===== config.mk =====
export PLATFORM = sky130hd
export DESIGN_NAME = simd_ravg_unit
export DESIGN_NICKNAME = d
export VERILOG_FILES = /design/src/rtl/simd_ravg_pkg.sv /design/src/rtl/simd_ravg_dec.sv /design/src/rtl/simd_ravg_chunk.sv /design/src/rtl/simd_ravg_rst_sync.sv /design/src/rtl/simd_ravg_unit.sv
export SDC_FILE = /design/constraint.sdc
export NUM_CORES = 2
export LEC_CHECK = 0
export BUFFER_PORTS_ARGS = -buffer_cell sky130_fd_sc_hd__buf_2
export CAP_MARGIN = 10
export CORE_AREA = 2 2 333 335
export CTS_BUF_LIST = sky130_fd_sc_hd__clkbuf_4
export DETAILED_ROUTE_END_ITERATION = 6
export DIE_AREA = 0 0 335 337
export GPL_ROUTABILITY_DRIVEN = 0
export PLACE_DENSITY = 0.65
export SLEW_MARGIN = 20
export SYNTH_ARGS = -nofsm -noshare
export SYNTH_HDL_FRONTEND = slang
export SYNTH_HIERARCHICAL = 1
export SYNTH_SLANG_ARGS = --single-unit

===== constraint.sdc =====
create_clock -name clk -period 0.8 [get_ports clk]
set_clock_uncertainty 0.1 [all_clocks]
set_input_delay 0.04 -clock clk [delete_from_list [all_inputs] [get_ports clk]]
set_output_delay 0.04 -clock clk [all_outputs]
set_load 0.03 [all_outputs]

===== src/rtl/simd_ravg_pkg.sv =====
package simd_ravg_pkg;

  localparam logic [7:0] OPC_HI = 8'h44;
  localparam logic [8:0] OPC_MID = 9'b010101100;
  localparam int SIZE_CODES = 4;
  localparam int CHUNK_W = 64;
  localparam int CHUNK_BYTES = CHUNK_W / 8;

  typedef struct packed {
    logic       match;
    logic [1:0] size;
    logic [2:0] pg;
    logic [4:0] zm;
    logic [4:0] zdn;
  } insn_fields_t;

endpackage


===== src/rtl/simd_ravg_dec.sv =====
module simd_ravg_dec
  import simd_ravg_pkg::*;
(
  input  logic [31:0]  insn,
  output insn_fields_t fields
);

  logic hi_ok;
  logic mid_ok;

  always_comb begin
    hi_ok        = (insn[31:24] == OPC_HI);
    mid_ok       = (insn[21:13] == OPC_MID);
    fields.match = hi_ok & mid_ok;
    fields.size  = insn[23:22];
    fields.pg    = insn[12:10];
    fields.zm    = insn[9:5];
    fields.zdn   = insn[4:0];
  end

endmodule


===== src/rtl/simd_ravg_chunk.sv =====
module simd_ravg_chunk
  import simd_ravg_pkg::*;
(
  input  logic [CHUNK_W-1:0]     a,
  input  logic [CHUNK_W-1:0]     b,
  input  logic [CHUNK_BYTES-1:0] pbits,
  input  logic [1:0]             size,
  output logic [CHUNK_W-1:0]     y
);

  logic [SIZE_CODES-1:0][CHUNK_W-1:0]     avg_c;
  logic [SIZE_CODES-1:0][CHUNK_BYTES-1:0] act_c;
  logic [CHUNK_W-1:0]     avg_sel;
  logic [CHUNK_BYTES-1:0] act_sel;

  for (genvar s = 0; s < SIZE_CODES; s++) begin : g_size
    localparam int ESZ = 8 << s;
    localparam int NL  = CHUNK_W / ESZ;
    localparam int BPL = ESZ / 8;
    for (genvar l = 0; l < NL; l++) begin : g_lane
      logic [ESZ:0] sum;
      assign sum = {1'b0, a[l*ESZ +: ESZ]} + {1'b0, b[l*ESZ +: ESZ]}
                 + {{ESZ{1'b0}}, 1'b1};
      assign avg_c[s][l*ESZ +: ESZ] = sum[ESZ:1];
      for (genvar k = 0; k < BPL; k++) begin : g_byte
        assign act_c[s][l*BPL + k] = pbits[l*BPL];
      end
    end
  end

  always_comb begin
    avg_sel = avg_c[size];
    act_sel = act_c[size];
    for (int k = 0; k < CHUNK_BYTES; k++) begin
      y[k*8 +: 8] = act_sel[k] ? avg_sel[k*8 +: 8] : a[k*8 +: 8];
    end
  end

endmodule


===== src/rtl/simd_ravg_rst_sync.sv =====
module simd_ravg_rst_sync #(
  parameter int STAGES = 2
) (
  input  logic clk,
  input  logic rst_n,
  output logic rst_sync_n
);

  logic [STAGES-1:0] sync_q;
  logic [STAGES-1:0] sync_d;

  always_comb begin
    sync_d = {sync_q[STAGES-2:0], 1'b1};
  end

  always_ff @(posedge clk or negedge rst_n) begin
    if (!rst_n) sync_q <= '0;
    else        sync_q <= sync_d;
  end

  assign rst_sync_n = sync_q[STAGES-1];

endmodule


===== src/rtl/simd_ravg_unit.sv =====
module simd_ravg_unit
  import simd_ravg_pkg::*;
#(
  parameter int VEC_W = 256
) (
  input  logic               clk,
  input  logic               rst_n,
  input  logic               in_valid,
  input  logic [31:0]        insn,
  input  logic [VEC_W-1:0]   src_a,
  input  logic [VEC_W-1:0]   src_b,
  input  logic [VEC_W/8-1:0] pred,
  output logic               out_valid,
  output logic [VEC_W-1:0]   result,
  output logic               out_match,
  output logic               out_illegal,
  output logic [1:0]         out_size,
  output logic [2:0]         out_pg,
  output logic [4:0]         out_zm,
  output logic [4:0]         out_zdn
);

  localparam int NCHUNK = VEC_W / CHUNK_W;

  if (VEC_W % CHUNK_W != 0) begin : g_bad_width
    $error("VEC_W must be a multiple of 64");
  end

  logic         rst_sync_n;
  insn_fields_t dec;
  logic [VEC_W-1:0] merged;

  simd_ravg_rst_sync #(.STAGES(2)) u_rst (
    .clk        (clk),
    .rst_n      (rst_n),
    .rst_sync_n (rst_sync_n)
  );

  simd_ravg_dec u_dec (
    .insn   (insn),
    .fields (dec)
  );

  for (genvar c = 0; c < NCHUNK; c++) begin : g_chunk
    simd_ravg_chunk u_chunk (
      .a     (src_a[c*CHUNK_W +: CHUNK_W]),
      .b     (src_b[c*CHUNK_W +: CHUNK_W]),
      .pbits (pred[c*CHUNK_BYTES +: CHUNK_BYTES]),
      .size  (dec.size),
      .y     (merged[c*CHUNK_W +: CHUNK_W])
    );
  end

  // next-state
  logic             valid_d;
  logic             cap_en;
  logic [VEC_W-1:0] res_d;
  logic             match_d;
  logic             ill_d;

  always_comb begin
    valid_d = in_valid;
    cap_en  = in_valid;
    match_d = dec.match;
    ill_d   = ~dec.match;
    res_d   = dec.match ? merged : src_a;
  end

  // registers
  always_ff @(posedge clk or negedge rst_sync_n) begin
    if (!rst_sync_n) out_valid <= 1'b0;
    else             out_valid <= valid_d;
  end

  always_ff @(posedge clk or negedge rst_sync_n) begin
    if (!rst_sync_n) begin
      out_match   <= 1'b0;
      out_illegal <= 1'b0;
    end else if (cap_en) begin
      out_match   <= match_d;
      out_illegal <= ill_d;
    end
  end

  always_ff @(posedge clk) begin
    if (cap_en) begin
      result   <= res_d;
      out_size <= dec.size;
      out_pg   <= dec.pg;
      out_zm   <= dec.zm;
      out_zdn  <= dec.zdn;
    end
  end

  AST_VALID_ONE_CYCLE: assert property (@(posedge clk) disable iff (!rst_sync_n)
    in_valid |=> out_valid);
  AST_VALID_DROPS: assert property (@(posedge clk) disable iff (!rst_sync_n)
    !in_valid |=> !out_valid);
  AST_FLAGS_EXCLUSIVE: assert property (@(posedge clk) disable iff (!rst_sync_n)
    out_valid |-> (out_match != out_illegal));
  AST_NOMATCH_PASSTHRU: assert property (@(posedge clk) disable iff (!rst_sync_n)
    (in_valid && !dec.match) |=> (result == $past(src_a)));
  AST_NO_PRED_KEEPS: assert property (@(posedge clk) disable iff (!rst_sync_n)
    (in_valid && pred == '0) |=> (result == $past(src_a)));
  AST_HOLD_IDLE: assert property (@(posedge clk) disable iff (!rst_sync_n)
    !in_valid |=> $stable(out_zdn) && $stable(out_size));
  AST_RESET_IDLE: assert property (@(posedge clk)
    !rst_n |-> !out_valid);

endmodule


==> impl_metrics.yaml <==
drt:
  drcViolationCount: 1
  vias: 55120
  firstDrtPassIters: 7
  top_layer: "met5"
  m1WireLength_mm: 78.18
  routed_wl_mm: 211.3
  wl_met2_mm: 91.00
  viasPerCell: 5.838
  initialDrtViolationCount: 6059
  routed_wire_length_per_instance_um: 22.38
  met3RoutedLength_mm: 24.12
  antenna_violating_nets_post_route: 0
worst_setup_path:
  worst_setup_path_end_kind: "flop"
  regToRegEndpoint: "out_match"
  reg2regPathDepth: 1
  worstReg2RegStart: "out_match"
  critical_path_peak_fanout: 3
  worst_setup_path_start_kind: "primary input"
  ff2ff_setup_slack_ns: -0.07
  arrival_ns: 3.06
  setup.worst_path.end: "result[171]"
  timing.critical_path.required_ns: 1.41
  crit_path_start: "src_a[128]"
  critical_path_class: "in -> reg"
cts:
  tritoncts: "yes"
  tritoncts.num_buffers: 85
  clk_path_buf_depth: 3
  worstSkewPairLatency_ns: 0.97
  number_of_levels_in_the_clock_h_tree: 3
  clkSlewWorstSetupHoldPaths_ns: 0.06
  cts_root_buf: "sky130_fd_sc_hd__clkbuf_4"
  cts.sink_count: 276
power:
  netSwitchingFraction: 0.4206
  p_per_area_nw_per_um2: 1206
  cellLeakagePower_nw: 31.16
  p_switching_w: 0.03522
  vdd_ir_drop_max_v: 0.001275
  power_consumption_w: 0.08373
  internal_power_w: 0.04851
  seq_power_share: 0.211
  clkPwrFrac: 0.183
  combinationalPowerShare: 0.606
placed_design:
  dp_hpwl_mm: 158.9
  post-place-ws_ns: -2.714
  dpl.cell_count: 8894
  placement_cell_area_sq_um: 60270
  port_buffers: 852
job:
  max-cap-violations: 0
synth:
  synth.yosys.seq_area_share: 0.2066
  synthTopCellsByArea: "sky130_fd_sc_hd__edfxtp_1 (20%), sky130_fd_sc_hd__ha_1 (8.8%), sky130_fd_sc_hd__mux2_4 (7.5%), sky130_fd_sc_hd__a21oi_1 (6.9%), sky130_fd_sc_hd__o21ai_0 (5.1%)"
  ys_async_sr_fraction: 0.01812
  syn-num-nets: 5911
  postSynth.topFlopCell: "sky130_fd_sc_hd__edfxtp_1"
  post_synth_inst_count: 5020
  ff_latch_count_synth: 276
  synthDominantCellAreaShare: 0.2035
  synth_enable_flop_cells: 271
  yosys_warnings: 6
  syn-cell-area_sq_um: 39990
  top_count_cell_post_synth: "sky130_fd_sc_hd__a21oi_1"
  yosysUniqueCellTypes: 98
  postSynthAreaPerCell_sq_um: 7.965
  yosys.area.top_type: "sky130_fd_sc_hd__edfxtp_1"
  yosys-top-cells-count: "sky130_fd_sc_hd__a21oi_1 (553), sky130_fd_sc_hd__nand2_1 (492), sky130_fd_sc_hd__nor2_1 (443)"
layout:
  finish.cell_count_without_fillers: 9442
  finish.instance_area_sq_um: 69420
  area.growth.synth_to_final_pct: 73.62
  drive_above_1_share: 0.5083
  final_net_count: 8807
sta:
  max_freq_mhz: 409.5
  setup_total_negative_slack_ns: -567.11
  rsz0062_at_grt: "yes"
  finalCritPeriodShare: 3.052
  fin_worst_hold_slack_ns: -0.7759
  worst_slack_ns: -1.642
  finalHoldViolCount: 261
  timing.final.crit_period_ns: 2.442
  slew_worst_pin_ns: 0.9378
  fin_max_slew_vios: 0
  setup_violations: 537
  max-slew-margin-rel: 0.3725
global_routing:
  vias_in_the_first_global_route: 52600
  antenna_violations_before_repair: 55
  grt.overflow.total: 0
  grt_usage: 0.3379
  grt_pass1_wl_mm: 298.2
  maximum_number_of_pins_on_one_net_before_global_route_repair: 34
die:
  number_of_top_level_pins: 853
  chipHeight_um: 337
  fp.dieArea_sq_um: 112900
  floorplan.initialDensity: 0.3648
  number_of_standard_cell_rows_in_the_floorplan: 122
  core_sq_um: 109600
  dieWidth_um: 335
run_status:
  violations: "design-rule violations, negative hold slack, negative setup slack"
  outcome: "finished with violations"
hold_path:
  worstHoldPathType: "in -> reg"
-- routing by layer --
metal,vias to the layer above,global-route usage
met3,1108,0.08754
met1,25670,0.4102
met4,26,0.2312
met2,3717,0.5243
li1,24600,-
met5,-,0
-- worst max-delay path: stages --
cell and delay, ns:
sky130_fd_sc_hd__buf_6 0.10, sky130_fd_sc_hd__or2_4 0.25, sky130_fd_sc_hd__fa_2 0.35, sky130_fd_sc_hd__a21o_1 0.20
sky130_fd_sc_hd__a221oi_2 0.23, sky130_fd_sc_hd__buf_4 0.20, sky130_fd_sc_hd__nor2_4 0.06, sky130_fd_sc_hd__o41ai_4 0.21
sky130_fd_sc_hd__buf_4 0.20, sky130_fd_sc_hd__buf_6 0.13, sky130_fd_sc_hd__a21oi_4 0.06, sky130_fd_sc_hd__o21ai_2 0.18
sky130_fd_sc_hd__buf_6 0.15, sky130_fd_sc_hd__o21ai_1 0.08, sky130_fd_sc_hd__xnor2_1 0.18, sky130_fd_sc_hd__o21ai_0 0.14
sky130_fd_sc_hd__mux2_4 0.30
-- sequential cells by signal, summed over array words and instances, names as in the netlist --
| signal | count |
|---|---|
| out_match | 1 |
| out_pg | 3 |
| out_size | 2 |
| u_rst/sync_q | 2 |
| result | 256 |
| out_illegal | 1 |
| out_valid | 1 |
| out_zm | 5 |
| out_zdn | 5 |
-- cell families (layout without fill, tap and decap cells) --
group / Yosys count / after routing / share of synthesized area
AOI/OAI and AO/OA: 1777 / 1777 / 0.2835
buffers and inverters: 553 / 3507 / 0.06255
adders and majority gates: 316 / 316 / 0.1046
DFF: 276 / 276 / 0.2066
xor gates and xnor gates: 231 / 231 / 0.05060
other: 1 / 43 / 0.00009378
muxes: 346 / 346 / 0.1151
and+or+nand+nor: 1520 / 1520 / 0.1768
-- placed cells by master (no fill, tap or decap), drive strengths merged, types with 21 or more instances in the layout --
cell and count:
nand2 493, nand2b 21, dlygate4sd3 258, buf 2865, o21ai 450, or3 43, mux2i 38, diode 42
nand4 154, mux2 308, nor2b 39, a211oi 71, a21boi 26, o22ai 34, xor2 101, a21oi 585
o31ai 32, edfxtp 271, xnor2 130, o21bai 74, clkinv 23, nor2 449, nor3 93, o21a 55
a31oi 90, clkbuf 120, nor4 21, o211ai 43, inv 236, ha 280, a21o 128, fa 32
o221ai 34, nand3 101
-- power groups by stage --
stage,combinational [W],sequential (W),clock [W]
finish,0.0508,0.0176,0.0153
global route,0.0535,0.0177,0.0164
CTS,0.0458,0.0176,0.0157
detailed placement,0.0426,0.0178,0
global placement,0.0420,0.0179,0
floorplan,0.0197,0.0201,0
-- metrics by stage --
step | hold WS, ns | utilization
4_1_cts | -0.9176 | 0.6032
3_3_place_gp | -0.2725 | 0.5499
3_5_place_dp | -0.2704 | 0.5499
6_report | -0.7759 | 0.6334
5_1_grt | -0.8493 | 0.6331
2_1_floorplan | -0.3556 | -
-- cell type report --
cell class              count  area [sq um]
clock buffers             117         878.3
diodes                     42         105.1
inverters                 236         890.9
flip-flops and latches    276          8263
well taps                1426          1784
clock inverters            28         183.9
repair buffers           3126         23150
fillers                  8615         40180
multi-input cells        4191         34160
-- how the worst min path moves through the flow --
stage | start | to | slack, ns | depth (start not counted)
global route | src_a[100] | result[100] | -0.85 | 2
detailed placement | rst_n | u_rst/sync_q[1] | -0.27 | 1
floorplan | rst_n | u_rst/sync_q[0] | -0.36 | 0
finish | src_a[101] | result[101] | -0.78 | 2
CTS | src_a[37] | result[37] | -0.92 | 2
global placement | rst_n | u_rst/sync_q[1] | -0.27 | 1
-- timing repair --
| item | CTS | global route |
|---|---|---|
| resized for setup | 419 | 539 |
| setup buffers | 47 | 67 |
| pin swaps | 203 | 267 |
| gates cloned | 0 | 0 |
| endpoints found under the hold margin | 550 | 273 |
| hold buffers | 253 | 58 |
| endpoints found under the setup margin | 529 | 537 |
No activity file was read; power rests on OpenSTA's default activity.
